## src/rtl/i2c_seq_pkg.sv

```systemverilog
package i2c_seq_pkg;
  typedef enum logic [2:0] {
    PH_START, PH_ADDR_W, PH_IDX, PH_RSTART, PH_ADDR_R, PH_WDATA, PH_RDATA, PH_STOP
  } phase_e;

  localparam logic [7:0] CTL_ACK   = 8'h04;
  localparam logic [7:0] CTL_STOP  = 8'h10;
  localparam logic [7:0] CTL_START = 8'h20;
  localparam logic [7:0] CTL_EN    = 8'h40;

  localparam logic [7:0] ST_START   = 8'h08;
  localparam logic [7:0] ST_RSTART  = 8'h10;
  localparam logic [7:0] ST_AW_ACK  = 8'h18;
  localparam logic [7:0] ST_DW_ACK  = 8'h28;
  localparam logic [7:0] ST_AR_ACK  = 8'h40;
  localparam logic [7:0] ST_DR_ACK  = 8'h50;
  localparam logic [7:0] ST_DR_NAK  = 8'h58;
  localparam logic [7:0] ST_IDLE    = 8'hF8;

  localparam logic [7:0] ERR_STATUS  = 8'h01;
  localparam logic [7:0] ERR_TIMEOUT = 8'h02;
endpackage

```

## src/rtl/i2c_seq_step.sv

```systemverilog
module i2c_seq_step
  import i2c_seq_pkg::*;
(
  input  phase_e     phase_i,
  input  logic [6:0] chip_i,
  input  logic       rd_bit_i,
  input  logic [7:0] idx_byte_i,
  input  logic [7:0] wdata_i,
  input  logic       more_i,
  output logic [7:0] ctrl_o,
  output logic [7:0] data_o,
  output logic [7:0] expect_o
);
  always_comb begin
    ctrl_o   = CTL_EN;
    data_o   = 8'h00;
    expect_o = ST_IDLE;
    unique case (phase_i)
      PH_START:  begin ctrl_o = CTL_EN | CTL_START; expect_o = ST_START; end
      PH_RSTART: begin ctrl_o = CTL_EN | CTL_START; expect_o = ST_RSTART; end
      PH_ADDR_W: begin data_o = {chip_i, 1'b0}; expect_o = ST_AW_ACK; end
      PH_ADDR_R: begin data_o = {chip_i, rd_bit_i}; expect_o = ST_AR_ACK; end
      PH_IDX:    begin data_o = idx_byte_i; expect_o = ST_DW_ACK; end
      PH_WDATA:  begin data_o = wdata_i; expect_o = ST_DW_ACK; end
      PH_RDATA:  begin
        ctrl_o   = more_i ? (CTL_EN | CTL_ACK) : CTL_EN;
        expect_o = more_i ? ST_DR_ACK : ST_DR_NAK;
      end
      PH_STOP:   begin ctrl_o = CTL_EN | CTL_STOP; expect_o = ST_IDLE; end
      default:   ;
    endcase
  end
endmodule

```

## src/rtl/i2c_seq_waiter.sv

```systemverilog
module i2c_seq_waiter
  import i2c_seq_pkg::*;
#(
  parameter int TIMEOUT_TICKS = 1000
) (
  input  logic       clk_i,
  input  logic       rst_ni,
  input  logic       arm_i,
  input  logic       stop_mode_i,
  input  logic [7:0] expect_i,
  input  logic       tick_i,
  input  logic       iflg_i,
  input  logic [7:0] status_i,
  output logic       fin_o,
  output logic       err_o,
  output logic [7:0] cls_o
);
  localparam int CNT_W = (TIMEOUT_TICKS > 1) ? $clog2(TIMEOUT_TICKS) : 1;
  localparam logic [CNT_W-1:0] CNT_LAST = CNT_W'(TIMEOUT_TICKS - 1);

  logic             active_q;
  logic [CNT_W-1:0] cnt_q;
  logic             hit;

  assign hit = stop_mode_i ? (status_i == ST_IDLE) : iflg_i;

  always_comb begin
    fin_o = 1'b0;
    err_o = 1'b0;
    cls_o = 8'h00;
    if (active_q) begin
      if (hit) begin
        fin_o = 1'b1;
        err_o = !stop_mode_i && (status_i != expect_i);
        cls_o = err_o ? ERR_STATUS : 8'h00;
      end else if (tick_i && cnt_q == CNT_LAST) begin
        fin_o = 1'b1;
        err_o = 1'b1;
        cls_o = ERR_TIMEOUT;
      end
    end
  end

  always_ff @(posedge clk_i or negedge rst_ni) begin
    if (!rst_ni) begin
      active_q <= 1'b0;
      cnt_q    <= '0;
    end else if (arm_i) begin
      active_q <= 1'b1;
      cnt_q    <= '0;
    end else if (fin_o) begin
      active_q <= 1'b0;
    end else if (active_q && tick_i) begin
      cnt_q <= cnt_q + 1'b1;
    end
  end
endmodule

```

## src/rtl/i2c_xfer_seq.sv

```systemverilog
module i2c_xfer_seq
  import i2c_seq_pkg::*;
#(
  parameter int ADDR_BYTES    = 4,
  parameter int ALEN_W        = 3,
  parameter int LEN_W         = 8,
  parameter int TIMEOUT_TICKS = 1000
) (
  input  logic                    clk_i,
  input  logic                    rst_ni,
  input  logic                    tick_i,
  input  logic                    start_i,
  input  logic                    probe_i,
  input  logic                    rd_i,
  input  logic [6:0]              chip_i,
  input  logic [ALEN_W-1:0]       alen_i,
  input  logic [LEN_W-1:0]        len_i,
  input  logic [8*ADDR_BYTES-1:0] addr_i,
  input  logic [7:0]              wr_data_i,
  output logic                    wr_pop_o,
  output logic [7:0]              rd_data_o,
  output logic                    rd_valid_o,
  output logic                    busy_o,
  output logic                    done_o,
  output logic [31:0]             result_o,
  output logic                    eng_we_o,
  output logic [7:0]              eng_ctrl_o,
  output logic [7:0]              eng_data_o,
  input  logic                    eng_iflg_i,
  input  logic [7:0]              eng_status_i,
  input  logic [7:0]              eng_data_i
);
  localparam logic [ALEN_W-1:0] ALEN_MAX = ALEN_W'(ADDR_BYTES);

  typedef enum logic [1:0] {S_IDLE, S_ISSUE, S_WAIT} state_e;

  state_e                  st_q;
  phase_e                  ph_q, ph_nxt;
  logic                    rd_q, probe_q;
  logic [6:0]              chip_q;
  logic [8*ADDR_BYTES-1:0] addr_q;
  logic [ALEN_W-1:0]       idx_q, idx_sel;
  logic [LEN_W-1:0]        dcnt_q;
  logic [7:0]              last_ctrl_q, expect_q;
  logic                    stop_mode_q, err_q, done_q, rdv_q;
  logic [7:0]              rdd_q;
  logic [31:0]             res_q;
  logic [7:0]              idx_byte, step_ctrl, step_data, step_exp;
  logic                    w_fin, w_err;
  logic [7:0]              w_cls;
  phase_e                  tail_ph;

  assign idx_sel = idx_q - 1'b1;

  always_comb begin
    idx_byte = 8'h00;
    for (int k = 0; k < ADDR_BYTES; k++)
      if (idx_sel == ALEN_W'(k)) idx_byte = addr_q[8*k +: 8];
  end

  i2c_seq_step u_step (
    .phase_i   (ph_q),
    .chip_i    (chip_q),
    .rd_bit_i  (1'b1),
    .idx_byte_i(idx_byte),
    .wdata_i   (wr_data_i),
    .more_i    (dcnt_q > LEN_W'(1)),
    .ctrl_o    (step_ctrl),
    .data_o    (step_data),
    .expect_o  (step_exp)
  );

  i2c_seq_waiter #(.TIMEOUT_TICKS(TIMEOUT_TICKS)) u_wait (
    .clk_i      (clk_i),
    .rst_ni     (rst_ni),
    .arm_i      (st_q == S_ISSUE),
    .stop_mode_i(stop_mode_q),
    .expect_i   (expect_q),
    .tick_i     (tick_i),
    .iflg_i     (eng_iflg_i),
    .status_i   (eng_status_i),
    .fin_o      (w_fin),
    .err_o      (w_err),
    .cls_o      (w_cls)
  );

  // phase after the offset bytes are exhausted
  assign tail_ph = rd_q ? PH_RSTART : ((dcnt_q != '0) ? PH_WDATA : PH_STOP);

  always_comb begin
    ph_nxt = PH_STOP;
    unique case (ph_q)
      PH_START:  ph_nxt = (probe_q || (rd_q && idx_q == '0)) ? PH_ADDR_R : PH_ADDR_W;
      PH_ADDR_W: ph_nxt = (idx_q != '0) ? PH_IDX : tail_ph;
      PH_IDX:    ph_nxt = (idx_q > ALEN_W'(1)) ? PH_IDX : tail_ph;
      PH_RSTART: ph_nxt = PH_ADDR_R;
      PH_ADDR_R: ph_nxt = (dcnt_q != '0) ? PH_RDATA : PH_STOP;
      PH_WDATA:  ph_nxt = (dcnt_q > LEN_W'(1)) ? PH_WDATA : PH_STOP;
      PH_RDATA:  ph_nxt = (dcnt_q > LEN_W'(1)) ? PH_RDATA : PH_STOP;
      default:   ph_nxt = PH_STOP;
    endcase
  end

  always_ff @(posedge clk_i or negedge rst_ni) begin
    if (!rst_ni) begin
      st_q        <= S_IDLE;
      ph_q        <= PH_START;
      rd_q        <= 1'b0;
      probe_q     <= 1'b0;
      chip_q      <= '0;
      addr_q      <= '0;
      idx_q       <= '0;
      dcnt_q      <= '0;
      last_ctrl_q <= '0;
      expect_q    <= '0;
      stop_mode_q <= 1'b0;
      err_q       <= 1'b0;
      done_q      <= 1'b0;
      rdv_q       <= 1'b0;
      rdd_q       <= '0;
      res_q       <= '0;
    end else begin
      done_q <= 1'b0;
      rdv_q  <= 1'b0;
      unique case (st_q)
        S_IDLE: if (start_i) begin
          st_q    <= S_ISSUE;
          ph_q    <= PH_START;
          probe_q <= probe_i;
          rd_q    <= rd_i | probe_i;
          chip_q  <= chip_i;
          addr_q  <= addr_i;
          idx_q   <= probe_i ? '0 : ((alen_i > ALEN_MAX) ? ALEN_MAX : alen_i);
          dcnt_q  <= probe_i ? LEN_W'(1) : len_i;
          err_q   <= 1'b0;
          res_q   <= '0;
        end
        S_ISSUE: begin
          st_q        <= S_WAIT;
          last_ctrl_q <= step_ctrl;
          expect_q    <= step_exp;
          stop_mode_q <= (ph_q == PH_STOP);
        end
        S_WAIT: if (w_fin) begin
          if (ph_q == PH_STOP) begin
            if (w_err && !err_q) res_q <= {w_cls, last_ctrl_q, eng_status_i, expect_q};
            done_q <= 1'b1;
            st_q   <= S_IDLE;
          end else if (w_err) begin
            err_q <= 1'b1;
            res_q <= {w_cls, last_ctrl_q, eng_status_i, expect_q};
            ph_q  <= PH_STOP;
            st_q  <= S_ISSUE;
          end else begin
            if (ph_q == PH_IDX) idx_q <= idx_q - 1'b1;
            if (ph_q == PH_WDATA || ph_q == PH_RDATA) dcnt_q <= dcnt_q - 1'b1;
            if (ph_q == PH_RDATA && !probe_q) begin
              rdv_q <= 1'b1;
              rdd_q <= eng_data_i;
            end
            ph_q <= ph_nxt;
            st_q <= S_ISSUE;
          end
        end
        default: st_q <= S_IDLE;
      endcase
    end
  end

  assign eng_we_o   = (st_q == S_ISSUE);
  assign eng_ctrl_o = step_ctrl;
  assign eng_data_o = step_data;
  assign wr_pop_o   = (st_q == S_ISSUE) && (ph_q == PH_WDATA);
  assign busy_o     = (st_q != S_IDLE);
  assign done_o     = done_q;
  assign result_o   = res_q;
  assign rd_valid_o = rdv_q;
  assign rd_data_o  = rdd_q;
endmodule

```

## config.mk

```make
export PLATFORM = sky130hd
export DESIGN_NAME = i2c_xfer_seq
export DESIGN_NICKNAME = d
export VERILOG_FILES = /design/src/rtl/i2c_seq_pkg.sv /design/src/rtl/i2c_seq_step.sv /design/src/rtl/i2c_seq_waiter.sv /design/src/rtl/i2c_xfer_seq.sv
export SDC_FILE = /design/constraint.sdc
export NUM_CORES = 1
export LEC_CHECK = 0
export BUFFER_PORTS_ARGS = -buffer_cell sky130_fd_sc_hd__buf_2
export CORE_UTILIZATION = 30
export DETAILED_ROUTE_END_ITERATION = 7
export PLACE_DENSITY = 0.52
export SYNTH_ARGS = -nofsm -noshare
export SYNTH_HDL_FRONTEND = slang
export SYNTH_SLANG_ARGS = --single-unit
```

## constraint.sdc

```tcl
create_clock -name clk_i -period 2.5 [get_ports clk_i]
set_input_delay 0.5 -clock clk_i [delete_from_list [all_inputs] [get_ports clk_i]]
set_output_delay 0.5 -clock clk_i [all_outputs]
set_load 0.01 [all_outputs]
```

== Word level (Yosys, flattened, before mapping) ==
Index checks and enable logic that the tools add are counted.

* Add/subtract/negate cells: 3
* $mul: 0
* Divide/modulo/power cells: 0
* Order comparisons: 3
* Equality and inequality tests: 25
* Shift operators: 0
* Mux-type cells: 76
* Bitwise operators: 3
* Reductions and logical operators: 33

{| class="wikitable"
|+ Operator list
! cell !! count
|-
| two-way mux 32 bit || 5
|-
| two-way mux 8 bit || 12
|-
| case mux 32 bit (2 select lines) || 1
|-
| case mux 8 bit (7 select lines) || 1
|-
| two-way mux 3 bit || 16
|-
| case mux 8 bit (4 select lines) || 1
|-
| two-way mux 10 bit || 3
|-
| two-way mux 1 bit || 24
|-
| case mux 8 bit (3 select lines) || 1
|-
| case mux 3 bit (7 select lines) || 1
|-
| case mux 8 bit (2 select lines) || 1
|-
| AND reduction 5 bit || 3
|-
| != test 2 bit, second input constant || 7
|-
| == test 3 x 2 -> 1 bit, second input constant || 4
|-
| == test 3 bit, second input constant || 4
|-
| case mux 3 bit (2 select lines) || 2
|-
| AND reduction 6 bit || 2
|-
| adder 10 x 1 -> 10 bit, second input constant || 1
|-
| == test 10 bit, second input constant || 1
|-
| two-way mux 2 bit || 5
|-
| zero test 3 bit || 3
|-
| == test 8 bit, second input constant || 1
|-
| > comparator 8 x 1 -> 1 bit, second input constant || 1
|-
| != test 8 bit || 1
|-
| other kinds (24) || 42
|}

* Bits in registers: 128
* Latch bits: 0
* Bits in writable memories: 0
* Memory bits (read-only): 0
* Input bits: 81
* Output and inout port bits: 61
* Memories: 0

== Longest topological paths before layout ==
* Depth in word-level cells: 10
* Gate-level depth with buffers: 9

== Cells and area by module ==
A second synthesis with hierarchy kept.

* Cell total of the unflattened synthesis: 669
* Area, all modules: 6801.5 um^2

{| class="wikitable"
|+ Modules (own cells, without submodules)
! module !! times used !! cells an instance !! area an instance (um^2) !! sequential area each (um^2)
|-
| i2c_xfer_seq || 1 || 518 || 5501.5 || 2927.8
|-
| i2c_seq_waiter || 1 || 86 || 772.0 || 275.3
|-
| i2c_seq_step || 1 || 65 || 528.0 || 0.0
|}

== Worst setup path after synthesis ==
No wires, ideal clock.

* Path type: in2reg
* From: in eng_status_i[1]
* To: reg rdd_q[0] (netlist: rd_data_o[0])
* Library setup time: 0.125 ns
* Arrival: 1.987 ns
* Required time: 2.375 ns
* Slack: 0.388 ns
* Stages on the path: 6
* Path through: nor3_4 nand2_2 o311a_1 buf_6 nor4_4 mux2_2

* Word-level cells in the longest chain between the ends: 6
* Elaborated cells between the ends (all ways): 10
* Classes of those cells: 2 x eq/ne; 5 x mux; 1 x bitwise; 2 x reduce/logical

{| class="wikitable"
|+ Ends and longest elaborated chain
! item !! RTL line !! source
|-
| start, declared || i2c_xfer_seq.sv:30 || <nowiki>input logic [7:0] eng_status_i,</nowiki>
|-
| == test 8 bit / != test 8 bit (equally long branches) || i2c_seq_waiter.sv:25, i2c_seq_waiter.sv:34 ||
|-
| two-way mux 1 bit / logical AND 1 bit (equally long branches) || i2c_seq_waiter.sv:25, i2c_seq_waiter.sv:34 ||
|-
| two-way mux 1 bit || i2c_seq_waiter.sv:32 || <nowiki>if (hit) begin</nowiki>
|-
| two-way mux 1 bit || i2c_seq_waiter.sv:31 || <nowiki>if (active_q) begin</nowiki>
|-
| NOT 1 bit (no source line) || - ||
|-
| AND reduction 5 bit (no source line) (*) || - ||
|-
| end signal, assigned || i2c_xfer_seq.sv:159 || <nowiki>rdd_q <= eng_data_i;</nowiki>
|-
| end, declared || i2c_xfer_seq.sv:46 || <nowiki>logic [7:0] rdd_q;</nowiki>
|}

Mark *: on every way between the ends. The rest lies on a longest branch, timed or not.
A chain may end at the register's enable or synchronous reset.

== Worst setup path after layout ==
* From: reg idx_q[0]
* To: out eng_data_o[0]

* Word-level cells in the longest chain between the ends: 7
* Elaborated cells between the ends (all ways): 10
* Classes of those cells: 1 x add/sub; 3 x eq/ne; 5 x mux; 1 x reduce/logical

{| class="wikitable"
|+ Ends and longest elaborated chain
! item !! RTL line !! source
|-
| start, declared || i2c_xfer_seq.sv:42 || <nowiki>logic [ALEN_W-1:0] idx_q, idx_sel;</nowiki>
|-
| start signal, assigned || i2c_xfer_seq.sv:133 || <nowiki>idx_q <= probe_i ? '0 : ((alen_i > ALEN_MAX) ? ALEN_MAX : alen_i);</nowiki>
|-
| start signal, assigned || i2c_xfer_seq.sv:155 || <nowiki>if (ph_q == PH_IDX) idx_q <= idx_q - 1'b1;</nowiki>
|-
| subtractor 3 x 1 -> 3 bit (*) || i2c_xfer_seq.sv:53 || <nowiki>assign idx_sel = idx_q - 1'b1;</nowiki>
|-
| zero test 3 bit || i2c_xfer_seq.sv:58 || <nowiki>if (idx_sel == ALEN_W'(k)) idx_byte = addr_q[8*k +: 8];</nowiki>
|-
| two-way mux 8 bit (3 in series) || i2c_xfer_seq.sv:58 ||
|-
| two-way mux 8 bit (*) || i2c_xfer_seq.sv:58 ||
|-
| case mux 8 bit (4 select lines) (*) || i2c_seq_step.sv:18 || <nowiki>unique case (phase_i)</nowiki>
|-
| end, declared || i2c_xfer_seq.sv:28 || <nowiki>output logic [7:0] eng_data_o,</nowiki>
|}

Marked as above.

==> reports/metrics.yaml <==
run_status:
  status: "finished clean"
sta:
  setup_viol: 0
  worst_slew_pin_slew_ps: 743.1
  max_freq_mhz: 403.4
  maxSlewHeadroom: 0.5046
  period_needed_ps: 2479
  rsz0062_at_grt: "yes"
  maxSlewViolCount: 0
  hold_viol: 0
  skew_ps: 11.14
  fin_crit_sh: 0.9916
  setup_ws_ps: 21.05
power_and_ir_drop:
  power_uw: 7737
  worst_ir_drop_vdd_mv: 0.3943
  power_density_mw_per_mm2: 1096
  leakagePower_uw: 0.003280
critical_path:
  r2r_slack_ps: 300
  reg2reg_depth: 8
  worstReg2RegStart: "idx_q[1]"
  cp.arrival_ps: 1980
  critPathKind: "reg -> out"
  start_kind: "flip-flop"
  rr_endpoint: "ph_q[1]"
  end_kind: "primary output"
  crit_fanout: 6
  crit_end: "eng_data_o[0]"
  critPathLaunch: "idx_q[0]"
  required_ps: 2000
clocking:
  cts_tree: "built"
  clk_latency_ps: 360
  cts_root_buffer: "clkbuf_16"
  cts_hold_buf: 0
  cts.clk_slew.worst_paths_ps: 80
  cts.sinks: 107
  htreeDepth: 3
  numCtsBuffers: 9
  clk_path_buf_depth: 2
global_routing:
  grt_usage: 0.1645
  grt_overflow_total: 0
  grt_max_degree: 50
  antenna_found_initial: 2
  grt_pass1_wl_um: 24960
  first_global_vias: 4749
placed_design:
  dp_hpwl_um: 11700
  portBuffers: 123
  place_ws_ps: 76.62
  gp_congestion: 0.8490
yosys:
  yosys_warnings: 0
  syn-instance-count: 545
  yosysSeqAreaShare: 0.4725
  synth.distinct_cells: 66
  syn_avg_cell_area_um2: 10.40
  synth_seq_cells: 107
  async_flop_share: 1.000
  synth-main-ff-cell: "dfrtp_1"
  syn_area_mm2: 0.005667
  synth_edf_count: 0
worst_hold_path:
  hp-class: "in -> async"
floorplan:
  io_pins: 142
  start_util: 0.3112
  die_area_mm2: 0.01944
  die_y_um: 139.4
  core_area_mm2: 0.01821
  fp-row-count: 49
  die_w_um: 139.4
route:
  drc: 0
  first_pass_iters: 4
  ant_nets: 0
  drt_iter0_markers: 282
  num_vias: 4610
  vias_per_cell: 5.027
  drt-wirelength-per-cell_um: 16.81
  routed_wl_um: 15410
cells_and_area:
  drive_gt1_frac: 0.3776
  final_nets: 772
  fillers: 1797
  area_growth_syn_to_layout_pct: 24.62
  final_core_utilization: 0.3878
job:
  drv_cap: 0
[final cells by class]
type,count,area [um^2],area share
flip-flops and latches,107,2679,0.3793
multi-input cells,391,2784,0.3942
diodes,2,5.005,0.0007087
clock buffers,10,239.0,0.03384
inverters,14,52.55,0.007442
clock inverters,6,72.57,0.01028
repair buffers,158,943.4,0.1336
well taps,229,286.5,0.04057
[power breakdown]
group          internal, uW  switching (uW)
sequential             2350             518
clock                   817             672
combinational          1630            1760
total                  4790            2950
[Yosys cell counts (all sizes together) (7+ instances only)]
cell,n,area share
a22oi,14,0.019
ha,10,0.022
nor2,41,0.027
a21oi,23,0.020
nand2b,7,0.0077
inv,14,0.0093
nand2,41,0.028
dfrtp,107,0.47
nor2b,10,0.011
a31oi,11,0.012
o21ai,34,0.030
nor3,10,0.011
nand3,10,0.0088
xnor2,10,0.015
nand4,7,0.0077
buf,32,0.039
mux2,57,0.11
a22o,18,0.028
clkbuf,17,0.011
[worst min path at each step]
stage	startpoint	slack, ps	to	cells past startpoint
floorplan	rst_ni	200	addr_q[0]	0
global placement	last_ctrl_q[6]	460	last_ctrl_q[6]	1
detailed placement	last_ctrl_q[6]	470	last_ctrl_q[6]	1
CTS	rst_ni	90	result_o[14]	1
global route	rst_ni	100	result_o[14]	1
finish	rst_ni	80	result_o[14]	1
[placed cells by master (no fill, tap or decap), types with 4 or more instances in the layout]
master | Yosys | final
o2bb2ai_1 | 6 | 6
and3_1 | 5 | 5
nor3_1 | 9 | 9
a22o_1 | 18 | 18
ha_1 | 10 | 6
nand3_1 | 10 | 10
dfrtp_1 | 107 | 106
nor2b_1 | 9 | 8
buf_2 | 7 | 121
mux2i_1 | 4 | 4
buf_4 | 19 | 29
nand2_1 | 39 | 39
a22oi_1 | 14 | 13
nand2b_1 | 7 | 7
a31oi_1 | 11 | 11
o21ai_1 | 0 | 8
buf_6 | 3 | 4
a21oi_1 | 23 | 21
or3_1 | 4 | 4
nand4_1 | 7 | 7
inv_1 | 14 | 12
o21ai_0 | 34 | 24
nor2_1 | 41 | 39
clkbuf_16 | 0 | 9
conb_1 | 2 | 18
xnor2_1 | 10 | 10
mux2_2 | 57 | 57
[registers in the layout, summed over array words and instances, names as in the netlist]
register / cells
dcnt_q: 8
done_o: 1
rd_data_o: 8
chip_q: 7
idx_q: 3
last_ctrl_q: 4
addr_q: 32
result_o: 19
u_wait.active_q: 1
ph_q: 3
rd_valid_o: 1
probe_q: 1
expect_q: 5
u_wait.cnt_q: 10
err_q: 1
st_q: 2
rd_q: 1
[per-stage QoR]
step | hold WS [ps] | instance area, um^2 | setup TNS [ps] | std cells
5_1_grt | 104.4 | 7059 | -592.2 | 916
2_1_floorplan | 204.4 | 5727 | 0 | 561
3_5_place_dp | 467.0 | 6614 | 0 | 894
3_3_place_gp | 459.3 | 6614 | 0 | 894
6_report | 79.16 | 7062 | 0 | 917
4_1_cts | 91.77 | 7028 | -2.865 | 914
[cells by family (layout without fill, tap and decap cells)]
kind of cell	count (synthesis)	in the layout	share of synthesized area
and+or+nand+nor	153	153	0.1384
DFF	107	107	0.4725
other	2	20	0.001325
adders and majority gates	10	10	0.02208
muxes	61	61	0.1203
AOI/OAI and AO/OA	136	136	0.1652
xor gates and xnor gates	13	13	0.02009
buffers and inverters	63	188	0.06006
[timing repair]
action | CTS | global route
buffers inserted | 4 | 1
endpoints found under the hold margin | 0 | 0
setup endpoints to repair | 8 | 11
pin swaps | 12 | 7
resized for setup | 26 | 9
[critical path, cell delays in order, from the launching register on]
cell	delay, ps
dfrtp_1	430
buf_6	140
ha_4	150
nor2b_4	140
a22oi_2	150
nor2_1	60
a21oi_1	130
o21ai_1	80
a32o_2	240
buf_6	120
[metal layers]
layer,wire (um),GRT usage
met5,0,0
met1,6496,0.1993
met4,214,0.04503
met2,7743,0.2862
met3,957,0.04439
Note: power is estimated with default switching activity, not from simulation.
